===== src/rtl/lin_flags_pkg.sv =====
package lin_flags_pkg;

  typedef struct packed {
    logic rda;
    logic ple;
    logic oe;
    logic fe;
    logic brkd;
    logic tdre;
    logic txe;
    logic atb;
  } lin_stat_t;

  localparam int STAT_W = $bits(lin_stat_t);
  localparam logic [STAT_W-1:0] STAT_RST = 8'h06;

endpackage


===== src/rtl/lin_sticky_flag.sv =====
module lin_sticky_flag #(
  parameter logic RST_VAL  = 1'b0,
  parameter bit   SET_WINS = 1'b1
) (
  input  logic clk,
  input  logic rst_n,
  input  logic set_i,
  input  logic clr_i,
  output logic q_o
);

  logic q_d;

  generate
    if (SET_WINS) begin : g_set_wins
      always_comb begin
        if (set_i)      q_d = 1'b1;
        else if (clr_i) q_d = 1'b0;
        else            q_d = q_o;
      end
    end else begin : g_clr_wins
      always_comb begin
        if (clr_i)      q_d = 1'b0;
        else if (set_i) q_d = 1'b1;
        else            q_d = q_o;
      end
    end
  endgenerate

  always_ff @(posedge clk or negedge rst_n) begin
    if (!rst_n) q_o <= RST_VAL;
    else        q_o <= q_d;
  end

endmodule


===== src/rtl/lin_rx_flags.sv =====
module lin_rx_flags (
  input  logic clk,
  input  logic rst_n,
  input  logic rx_load,
  input  logic rx_ferr,
  input  logic abd_done,
  input  logic abd_ovf,
  input  logic rd_stat,
  input  logic rd_rxd,
  output logic rda,
  output logic oe,
  output logic fe,
  output logic atb
);

  logic ovr_set;
  logic atb_set;

  // a byte lands on an unread one, unless that one is being read now
  assign ovr_set = (rx_load & rda & ~rd_rxd) | abd_ovf;
  assign atb_set = abd_done | abd_ovf;

  lin_sticky_flag #(.RST_VAL(1'b0), .SET_WINS(1'b1)) u_rda (
    .clk(clk), .rst_n(rst_n), .set_i(rx_load), .clr_i(rd_rxd), .q_o(rda));
  lin_sticky_flag #(.RST_VAL(1'b0), .SET_WINS(1'b1)) u_oe (
    .clk(clk), .rst_n(rst_n), .set_i(ovr_set), .clr_i(rd_rxd), .q_o(oe));
  lin_sticky_flag #(.RST_VAL(1'b0), .SET_WINS(1'b1)) u_fe (
    .clk(clk), .rst_n(rst_n), .set_i(rx_ferr), .clr_i(rd_rxd), .q_o(fe));
  lin_sticky_flag #(.RST_VAL(1'b0), .SET_WINS(1'b1)) u_atb (
    .clk(clk), .rst_n(rst_n), .set_i(atb_set), .clr_i(rd_stat), .q_o(atb));

  p_rda_set_r1: assert property (@(posedge clk) disable iff (!rst_n)
    rx_load |=> rda);
  p_rda_clr_r1: assert property (@(posedge clk) disable iff (!rst_n)
    (rd_rxd && !rx_load) |=> !rda);
  p_ovr_r2: assert property (@(posedge clk) disable iff (!rst_n)
    (rx_load && rda && !rd_rxd) |=> oe);
  p_abd_ovf_r3: assert property (@(posedge clk) disable iff (!rst_n)
    abd_ovf |=> (oe && atb));
  p_fe_set_r4: assert property (@(posedge clk) disable iff (!rst_n)
    rx_ferr |=> fe);

endmodule


===== src/rtl/lin_line_flags.sv =====
module lin_line_flags (
  input  logic clk,
  input  logic rst_n,
  input  logic lin_tx_active,
  input  logic bit_mid,
  input  logic txd_bit,
  input  logic rxd_bit,
  input  logic brk_evt,
  input  logic rd_stat,
  input  logic rd_rxd,
  output logic ple,
  output logic brkd
);

  logic mismatch;
  logic any_rd;

  assign mismatch = lin_tx_active & bit_mid & (txd_bit ^ rxd_bit);
  assign any_rd   = rd_stat | rd_rxd;

  lin_sticky_flag #(.RST_VAL(1'b0), .SET_WINS(1'b1)) u_ple (
    .clk(clk), .rst_n(rst_n), .set_i(mismatch), .clr_i(any_rd), .q_o(ple));
  lin_sticky_flag #(.RST_VAL(1'b0), .SET_WINS(1'b1)) u_brk (
    .clk(clk), .rst_n(rst_n), .set_i(brk_evt), .clr_i(any_rd), .q_o(brkd));

  p_ple_idle_r5: assert property (@(posedge clk) disable iff (!rst_n)
    (!(bit_mid && lin_tx_active) && !rd_stat && !rd_rxd) |=> $stable(ple));
  p_brk_clr_r6: assert property (@(posedge clk) disable iff (!rst_n)
    (rd_stat && !brk_evt) |=> !brkd);
  p_brk_win_r7: assert property (@(posedge clk) disable iff (!rst_n)
    (brk_evt && rd_rxd) |=> brkd);

endmodule


===== src/rtl/lin_tx_flags.sv =====
module lin_tx_flags (
  input  logic clk,
  input  logic rst_n,
  input  logic wr_txd,
  input  logic tx_load,
  input  logic tx_done,
  output logic tdre,
  output logic txe
);

  lin_sticky_flag #(.RST_VAL(1'b1), .SET_WINS(1'b0)) u_tdre (
    .clk(clk), .rst_n(rst_n), .set_i(tx_load), .clr_i(wr_txd), .q_o(tdre));
  lin_sticky_flag #(.RST_VAL(1'b1), .SET_WINS(1'b0)) u_txe (
    .clk(clk), .rst_n(rst_n), .set_i(tx_done), .clr_i(tx_load), .q_o(txe));

  p_tdre_wr_r8: assert property (@(posedge clk) disable iff (!rst_n)
    wr_txd |=> !tdre);
  p_txe_load_r9: assert property (@(posedge clk) disable iff (!rst_n)
    tx_load |=> !txe);
  p_txe_done_r9: assert property (@(posedge clk) disable iff (!rst_n)
    (tx_done && !tx_load) |=> txe);

endmodule


===== src/rtl/lin_uart_flags.sv =====
module lin_uart_flags
  import lin_flags_pkg::*;
(
  input  logic              clk,
  input  logic              rst_n,
  input  logic              rx_load,
  input  logic              rx_ferr,
  input  logic              abd_done,
  input  logic              abd_ovf,
  input  logic              brk_evt,
  input  logic              lin_tx_active,
  input  logic              bit_mid,
  input  logic              txd_bit,
  input  logic              rxd_bit,
  input  logic              wr_txd,
  input  logic              tx_load,
  input  logic              tx_done,
  input  logic              rd_stat,
  input  logic              rd_rxd,
  output logic [STAT_W-1:0] stat
);

  lin_stat_t flags;

  lin_rx_flags u_rx (
    .clk(clk), .rst_n(rst_n),
    .rx_load(rx_load), .rx_ferr(rx_ferr),
    .abd_done(abd_done), .abd_ovf(abd_ovf),
    .rd_stat(rd_stat), .rd_rxd(rd_rxd),
    .rda(flags.rda), .oe(flags.oe), .fe(flags.fe), .atb(flags.atb));

  lin_line_flags u_line (
    .clk(clk), .rst_n(rst_n),
    .lin_tx_active(lin_tx_active), .bit_mid(bit_mid),
    .txd_bit(txd_bit), .rxd_bit(rxd_bit), .brk_evt(brk_evt),
    .rd_stat(rd_stat), .rd_rxd(rd_rxd),
    .ple(flags.ple), .brkd(flags.brkd));

  lin_tx_flags u_tx (
    .clk(clk), .rst_n(rst_n),
    .wr_txd(wr_txd), .tx_load(tx_load), .tx_done(tx_done),
    .tdre(flags.tdre), .txe(flags.txe));

  assign stat = flags;

  p_rst_val_r10: assert property (@(posedge clk)
    !rst_n |=> (!rst_n || (stat == STAT_RST) || $past(rst_n)));
  p_rda_bit7_r10: assert property (@(posedge clk) disable iff (!rst_n)
    rx_load |=> stat[7]);

endmodule


===== config.mk =====
export PLATFORM = sky130hd
export DESIGN_NAME = lin_uart_flags
export DESIGN_NICKNAME = d
export VERILOG_FILES = /design/src/rtl/lin_flags_pkg.sv /design/src/rtl/lin_sticky_flag.sv /design/src/rtl/lin_rx_flags.sv /design/src/rtl/lin_line_flags.sv /design/src/rtl/lin_tx_flags.sv /design/src/rtl/lin_uart_flags.sv
export SDC_FILE = /design/constraint.sdc
export NUM_CORES = 1
export LEC_CHECK = 0
export ABC_AREA = 1
export BUFFER_PORTS_ARGS = -buffer_cell sky130_fd_sc_hd__buf_2
export CORE_AREA = 3 3 40 42
export DETAILED_ROUTE_END_ITERATION = 6
export DIE_AREA = 0 0 43 45
export PLACE_DENSITY = 0.61
export RECOVER_POWER = 50
export SETUP_SLACK_MARGIN = 0.1
export SLEW_MARGIN = 5
export SYNTH_ARGS = -nofsm -noshare
export SYNTH_HDL_FRONTEND = slang
export SYNTH_HIERARCHICAL = 1
export SYNTH_SLANG_ARGS = --single-unit
export TNS_END_PERCENT = 20

===== constraint.sdc =====
create_clock -name clk -period 0.8 [get_ports clk]
set_input_delay 0.16 -clock clk [delete_from_list [all_inputs] [get_ports clk]]
set_output_delay 0.16 -clock clk [all_outputs]
set_load 0.05 [all_outputs]

==> results of run 1 <==
## cells in the mapped netlist
library cell  instances
inv_1                15
or2_1                 2
dfstp_2               2
nor2_2                1
dfrtp_1               6
nor2_1                5
nand3_1               1
nand2_1              16
## routing by layer
layer / vias up / global-route usage
li1: 187 / -
met1: 152 / 0.0896
met2: 14 / 0.144
met3: 2 / 0.0359
met4: 0 / 0.0904
met5: - / 0
## registers in the layout, indices dropped and copies added, names as in the netlist
name and count:
u_line/u_brk/q_o 1, u_line/u_ple/q_o 1, u_rx/u_atb/q_o 1, u_rx/u_fe/q_o 1
u_rx/u_oe/q_o 1, u_rx/u_rda/q_o 1, u_tx/u_tdre/q_o 1, u_tx/u_txe/q_o 1
## power by group through the flow
stage                     Clock, mW  Sequential [mW]  Combinational [mW]
after global routing          0.357            0.463               0.286
after CTS                     0.340            0.459               0.267
after global placement            0            0.456               0.222
after detailed placement          0            0.457               0.225
after floorplan                   0            0.555              0.0458
final                         0.320            0.459               0.265
## worst max path at each step
stage,depth (start not counted),startpoint,end
4_1_cts,1,u_tx/u_txe/q_o,stat[1]
6_report,1,u_tx/u_txe/q_o,stat[1]
3_3_place_gp,1,u_tx/u_tdre/q_o,stat[2]
3_5_place_dp,1,u_tx/u_txe/q_o,stat[1]
5_1_grt,1,u_tx/u_tdre/q_o,stat[2]
2_1_floorplan,2,u_tx/u_tdre/q_o,u_tx/u_tdre/q_o
## cell type report
cell class,instances,area share
Sequential cell,8,0.346
Multi-Input combinational cell,25,0.174
Timing Repair Buffer,24,0.308
Tap cell,15,0.0318
Inverter,15,0.0955
Clock buffer,4,0.0446
## kinds of logic (layout without fill, tap and decap cells)
family        Yosys count  after routing
buf+inv                15             43
simple gates           25             25
flops                   8              8
## what timing repair did
action / 4_1_cts / 5_1_grt
resized for setup: 18 / 0
hold buffers: 1 / 0
cloned: 0 / 0
endpoints found under the setup margin: 10 / 11
pin swaps: 4 / 2
buffers inserted: 0 / 0
endpoints found under the hold margin: 8 / 0
==> impl_metrics.csv, run 1 <==
group,metric,value,unit
cts,path_clk_slew,0.05,ns
layout,regArea,204,um2
placement,post-dp-hpwl,596,um
cts,numClockSinks,8,
drt,num_vias,355,
timing,rsz0062_at_grt,"true",
grt,grt_usage,0.0909,
setup_path,end_kind,"output pin",
run,drv_cap,0,
drt,vias_per_cell,3.90,
worst_hold_path,hold_start,"wr_txd",
drt,drt-initial-drc-count,7,
cts,cts_tree,"yes",
outcome,outcome,"finished, violations left",
setup_path,crit_family,"flip-flops",
timing,fmax,919,MHz
timing,worst_pin_slew,0.409,ns
floorplan,core_area,0.00128,mm2
placement,place_congestion,0.768,
pwr,finalPower,1.04,mW
setup_path,cp.required,0.64,ns
placement,postPlaceCellArea,497,um2
layout,fin_util,0.459,
placement,dpl.cell_count,86,
floorplan,dieArea,0.00194,mm2
placement,dp_slack,-0.116,ns
drt,highest_layer,"met4",
yosys,synth.area.top_cells,"dfrtp_1 42%, nand2_1 17%, inv_1 16%",
timing,drv_slew,0,
yosys,synth.mux.area_fraction,0,
setup_path,timing.rr.start,"u_tx/u_txe/q_o",
drt,ant_nets,0,
setup_path,worstPathArrival,0.93,ns
layout,layout-drive-gt1-share,0.382,
setup_path,cp-start-kind,"flop",
timing,fin_worst_skew,0.0000480,ns
grt,grt_antenna_before_repair,0,
setup_path,cpPeakStageDelay,0.54,ns
pwr,p_sw_frac,0.296,
layout,area_growth_syn_to_layout,63.0,%
setup_path,r2r_setup_slack,0.05,ns
floorplan,die_h,45,um
setup_path,path_max_fanout,2,
pwr,p_seq_frac,0.439,
pwr,peakVddDrop,0.804,mV
grt,grt_pass1_vias,323,
yosys,synth-simple-area-share,0.284,
timing,finalCriticalPeriod,1.09,ns
yosys,synth_top_family_by_area,"simple AND/OR/NAND/NOR gates",
yosys,synth-adder-area-share,0,
timing,fin_crit_sh,1.36,
grt,grt_max_degree,9,
yosys,yosys.area.top_type,"dfrtp_1",
pwr,comb_power_share,0.254,
drt,drt-met1-wl,306,um
timing,timing.hold.ws,0.0257,ns
yosys,synth.distinct_cells,8,
yosys,synth_top_area_frac,0.415,
floorplan,start_util,0.281,
drt,routed_wl,762,um
cts,htreeDepth,1,
yosys,syn-num-nets,64,
floorplan,num_rows,13,
yosys,synth_seq_cells,8,
layout,final_cell_mix,"16 x nand2_1, 15 x inv_1, 14 x buf_2",
drt,drt_pass1_iterations,2,
timing,finalSetupTns,-1.52,ns
cts,root_buffer,"clkbuf_4",
worst_hold_path,holdPathEnd,"u_tx/u_tdre/q_o",
cts,clk_path_buf_depth,2,
yosys,syn_area,362,um2
layout,fillers,132,
timing,final-hold-violation-count,0,
layout,final_common_cell,"nand2_1",
setup_path,timing.critical_path.buf_inv,1,
yosys,synth_xor_area_frac,0,
yosys,yosysSeqAreaShare,0.561,
yosys,yosysWarnings,6,
pwr,power.density,1770,mW/mm2
drt,drc_errors,0,
yosys,synth_compound_area_frac,0,
setup_path,r2r_end,"u_tx/u_txe/q_o",
worst_hold_path,min_path_type,"primary input to flop",
timing,slew_headroom,0.728,
cts,numCtsBuffers,3,
outcome,violations,"negative setup slack",
layout,multiInputGateArea,103,um2
yosys,syn_area_per_cell,7.53,um2
drt,wl_met3,46,um
worst_hold_path,hold_depth,2,
yosys,syn_inst,48,
drt,met2_length,386,um
setup_path,crit_chain,"buf_8",
pwr,intPower,735,uW
setup_path,crit_type,"flop to output pin",
pwr,leakagePower,0.360,nW
drt,drt-wirelength-per-cell,8.37,um
setup_path,reg2regPathDepth,2,
layout,final_cell_area,589,um2
layout,nets,93,
timing,setup_viol,8,
layout,antenna_cells,0,
grt,overflow,0,
timing,layout_setup_ws,-0.288,ns
layout,layout.cells.non_filler,91,
placement,port_buffers,23,
cts,clkLatencyLatePin,0.25,ns
floorplan,num_io_pins,24,
pwr,clkPwrFrac,0.307,
grt,grt_pass1_wl,1210,um
pwr,p_sw,309,uW
setup_path,crit_slowest_cell,"dfstp_2",
floorplan,die_w,43,um
(Power assumes the default switching activity.)
==> inputs of run 2 (changes only) <==
Settings changed: CELL_PAD_IN_SITES_DETAIL_PLACEMENT from default to 1, CELL_PAD_IN_SITES_GLOBAL_PLACEMENT from default to 1, CORE_AREA 3 3 40 42 to default, CORE_MARGIN from default to 3, CORE_UTILIZATION from default to 22, DIE_AREA 0 0 43 45 to default, PLACE_DENSITY 0.61 to 0.71.
==> run 2 against run 1 <==
The run still ends with negative setup slack left. Flip-flop and latch count did not move. Sequential share of layout area decreased by 0.36 points. Critical path depth unchanged. Sequential power hardly changed. Global-route usage up 0.81 points. Die area up 12%. Clock power is 4% higher. Utilization fell by 6.8 points.
==> impl_metrics.csv, run 2 (same netlist as run 1, synthesis figures left out) <==
group,metric,value,unit
outcome,outcome,"finished, violations left",
outcome,violations,"negative setup slack",
grt,grt_max_degree,9,
drt,drc_errors,0,
worst_hold_path,min_path_type,"primary input to flop",
drt,vias_per_cell,3.93,
timing,rsz0062_at_grt,"true",
cts,clk_path_buf_depth,2,
drt,drt_pass1_iterations,2,
layout,final_cell_area,596,um2
placement,place_congestion,0.728,
setup_path,timing.critical_path.buf_inv,1,
cts,cts_tree,"yes",
pwr,p_seq_frac,0.433,
timing,final-hold-violation-count,0,
setup_path,path_max_fanout,2,
placement,port_buffers,23,
setup_path,cp.required,0.64,ns
grt,grt_antenna_before_repair,0,
setup_path,worstPathArrival,0.94,ns
pwr,p_sw,324,uW
floorplan,dieArea,0.00217,mm2
cts,root_buffer,"clkbuf_4",
timing,worst_pin_slew,0.432,ns
grt,grt.met1_usage,0.0900,
pwr,power.density,1780,mW/mm2
floorplan,die_h,46.5,um
grt,use_met3,0.0469,
timing,finalCriticalPeriod,1.10,ns
cts,numCtsBuffers,3,
floorplan,core_area,0.00152,mm2
setup_path,cpPeakStageDelay,0.54,ns
grt,grt_use_met2,0.154,
cts,htreeDepth,1,
pwr,intPower,736,uW
drt,drt-wirelength-per-cell,9.15,um
placement,post-dp-hpwl,705,um
setup_path,crit_chain,"buf_8",
pwr,p_sw_frac,0.305,
layout,final_common_cell,"nand2_1",
pwr,leakagePower,0.361,nW
placement,postPlaceCellArea,498,um2
drt,ant_nets,0,
layout,layout.cells.non_filler,92,
cts,clkLatencyLatePin,0.26,ns
timing,slew_headroom,0.712,
layout,area_growth_syn_to_layout,64.7,%
setup_path,crit_family,"flip-flops",
layout,final_cell_mix,"16 x nand2_1, 15 x inv_1, 14 x buf_2",
drt,num_vias,362,
setup_path,cp-start-kind,"flop",
timing,layout_setup_ws,-0.299,ns
pwr,comb_power_share,0.252,
layout,antenna_cells,0,
setup_path,crit_type,"flop to output pin",
drt,routed_wl,842,um
floorplan,die_w,46.5,um
grt,grt_usage,0.0990,
floorplan,start_util,0.237,
pwr,clkPwrFrac,0.315,
placement,dpl.cell_count,87,
grt,grt_pass1_wl,1320,um
timing,setup_viol,8,
drt,drt-initial-drc-count,4,
grt,overflow,0,
timing,fin_worst_skew,0.00872,ns
setup_path,end_kind,"output pin",
pwr,peakVddDrop,0.607,mV
setup_path,crit_slowest_cell,"dfstp_2",
placement,dp_slack,-0.129,ns
cts,path_clk_slew,0.05,ns
floorplan,num_io_pins,24,
timing,fin_crit_sh,1.37,
grt,grt.busiest_layer,"met2",
layout,nets,93,
run,drv_cap,0,
cts,postCtsSetupBuffers,0,
timing,fmax,910,MHz
grt,grt_pass1_vias,319,
layout,layout-drive-gt1-share,0.395,
timing,drv_slew,0,
floorplan,num_rows,14,
cts,numClockSinks,8,
==> run 2: worst reg2reg max path, stage by stage (launching register included) <==
cell     delay [ns]
dfstp_2        0.54
nor2_1         0.05
nor2_1         0.09
==> run 2: final timing paths <==
path	start	to	slack [ns]	cells after the start
max	u_tx/u_txe/q_o	stat[1]	-0.30	1
min	wr_txd	u_tx/u_tdre/q_o	0.02	2
max reg2reg	u_tx/u_txe/q_o	u_tx/u_txe/q_o	0.06	2
min reg2reg	u_line/u_ple/q_o	u_line/u_ple/q_o	0.49	2
max in group asynchronous	rst_n	u_tx/u_tdre/q_o	0.11	2
min in group asynchronous	rst_n	u_rx/u_atb/q_o	0.35	2
==> run 2: through the flow <==
| stage | util | TNS, ns | hold WS, ns | total power [mW] |
|---|---|---|---|---|
| 6_report | 0.391 | -1.59 | 0.0191 | 1.06 |
| 5_1_grt | 0.391 | -1.81 | 0.0176 | 1.12 |
| 4_1_cts | 0.388 | -1.71 | 0.00571 | 1.08 |
| 3_5_place_dp | 0.327 | -0.244 | 0.0130 | 0.686 |
| 3_3_place_gp | 0.327 | -0.224 | 0.0107 | 0.679 |
| 2_1_floorplan | - | -0.384 | -0.136 | 0.601 |
==> run 2: power by group through the flow <==
stage | Sequential, mW | Combinational, mW | Clock, mW
global route | 0.462 | 0.291 | 0.364
finish | 0.459 | 0.267 | 0.334
global placement | 0.456 | 0.223 | 0
floorplan | 0.555 | 0.0458 | 0
detailed placement | 0.457 | 0.229 | 0
CTS | 0.459 | 0.270 | 0.353
==> run 2: timing repair <==
| action | CTS | global route |
|---|---|---|
| hold buffers | 1 | 0 |
| endpoints found under the hold margin | 8 | 0 |
| pin swaps | 2 | 6 |
| resized for setup | 18 | 1 |
| setup endpoints to repair | 11 | 11 |
==> run 2: area by class of cell <==
class	count	area, um2
fill	196	928
sequential	8	204
timing repair buffer	24	181
multi-input combinational	25	108
inverter	15	56.3
clock buffer	4	26.3
tap	16	20.0
==> run 2: layer usage <==
layer  vias to the layer above  routed length, um
met5                         -                  0
met4                         0                 27
met3                         2                 68
met2                        15                452
met1                       158                294
li1                        187                  -
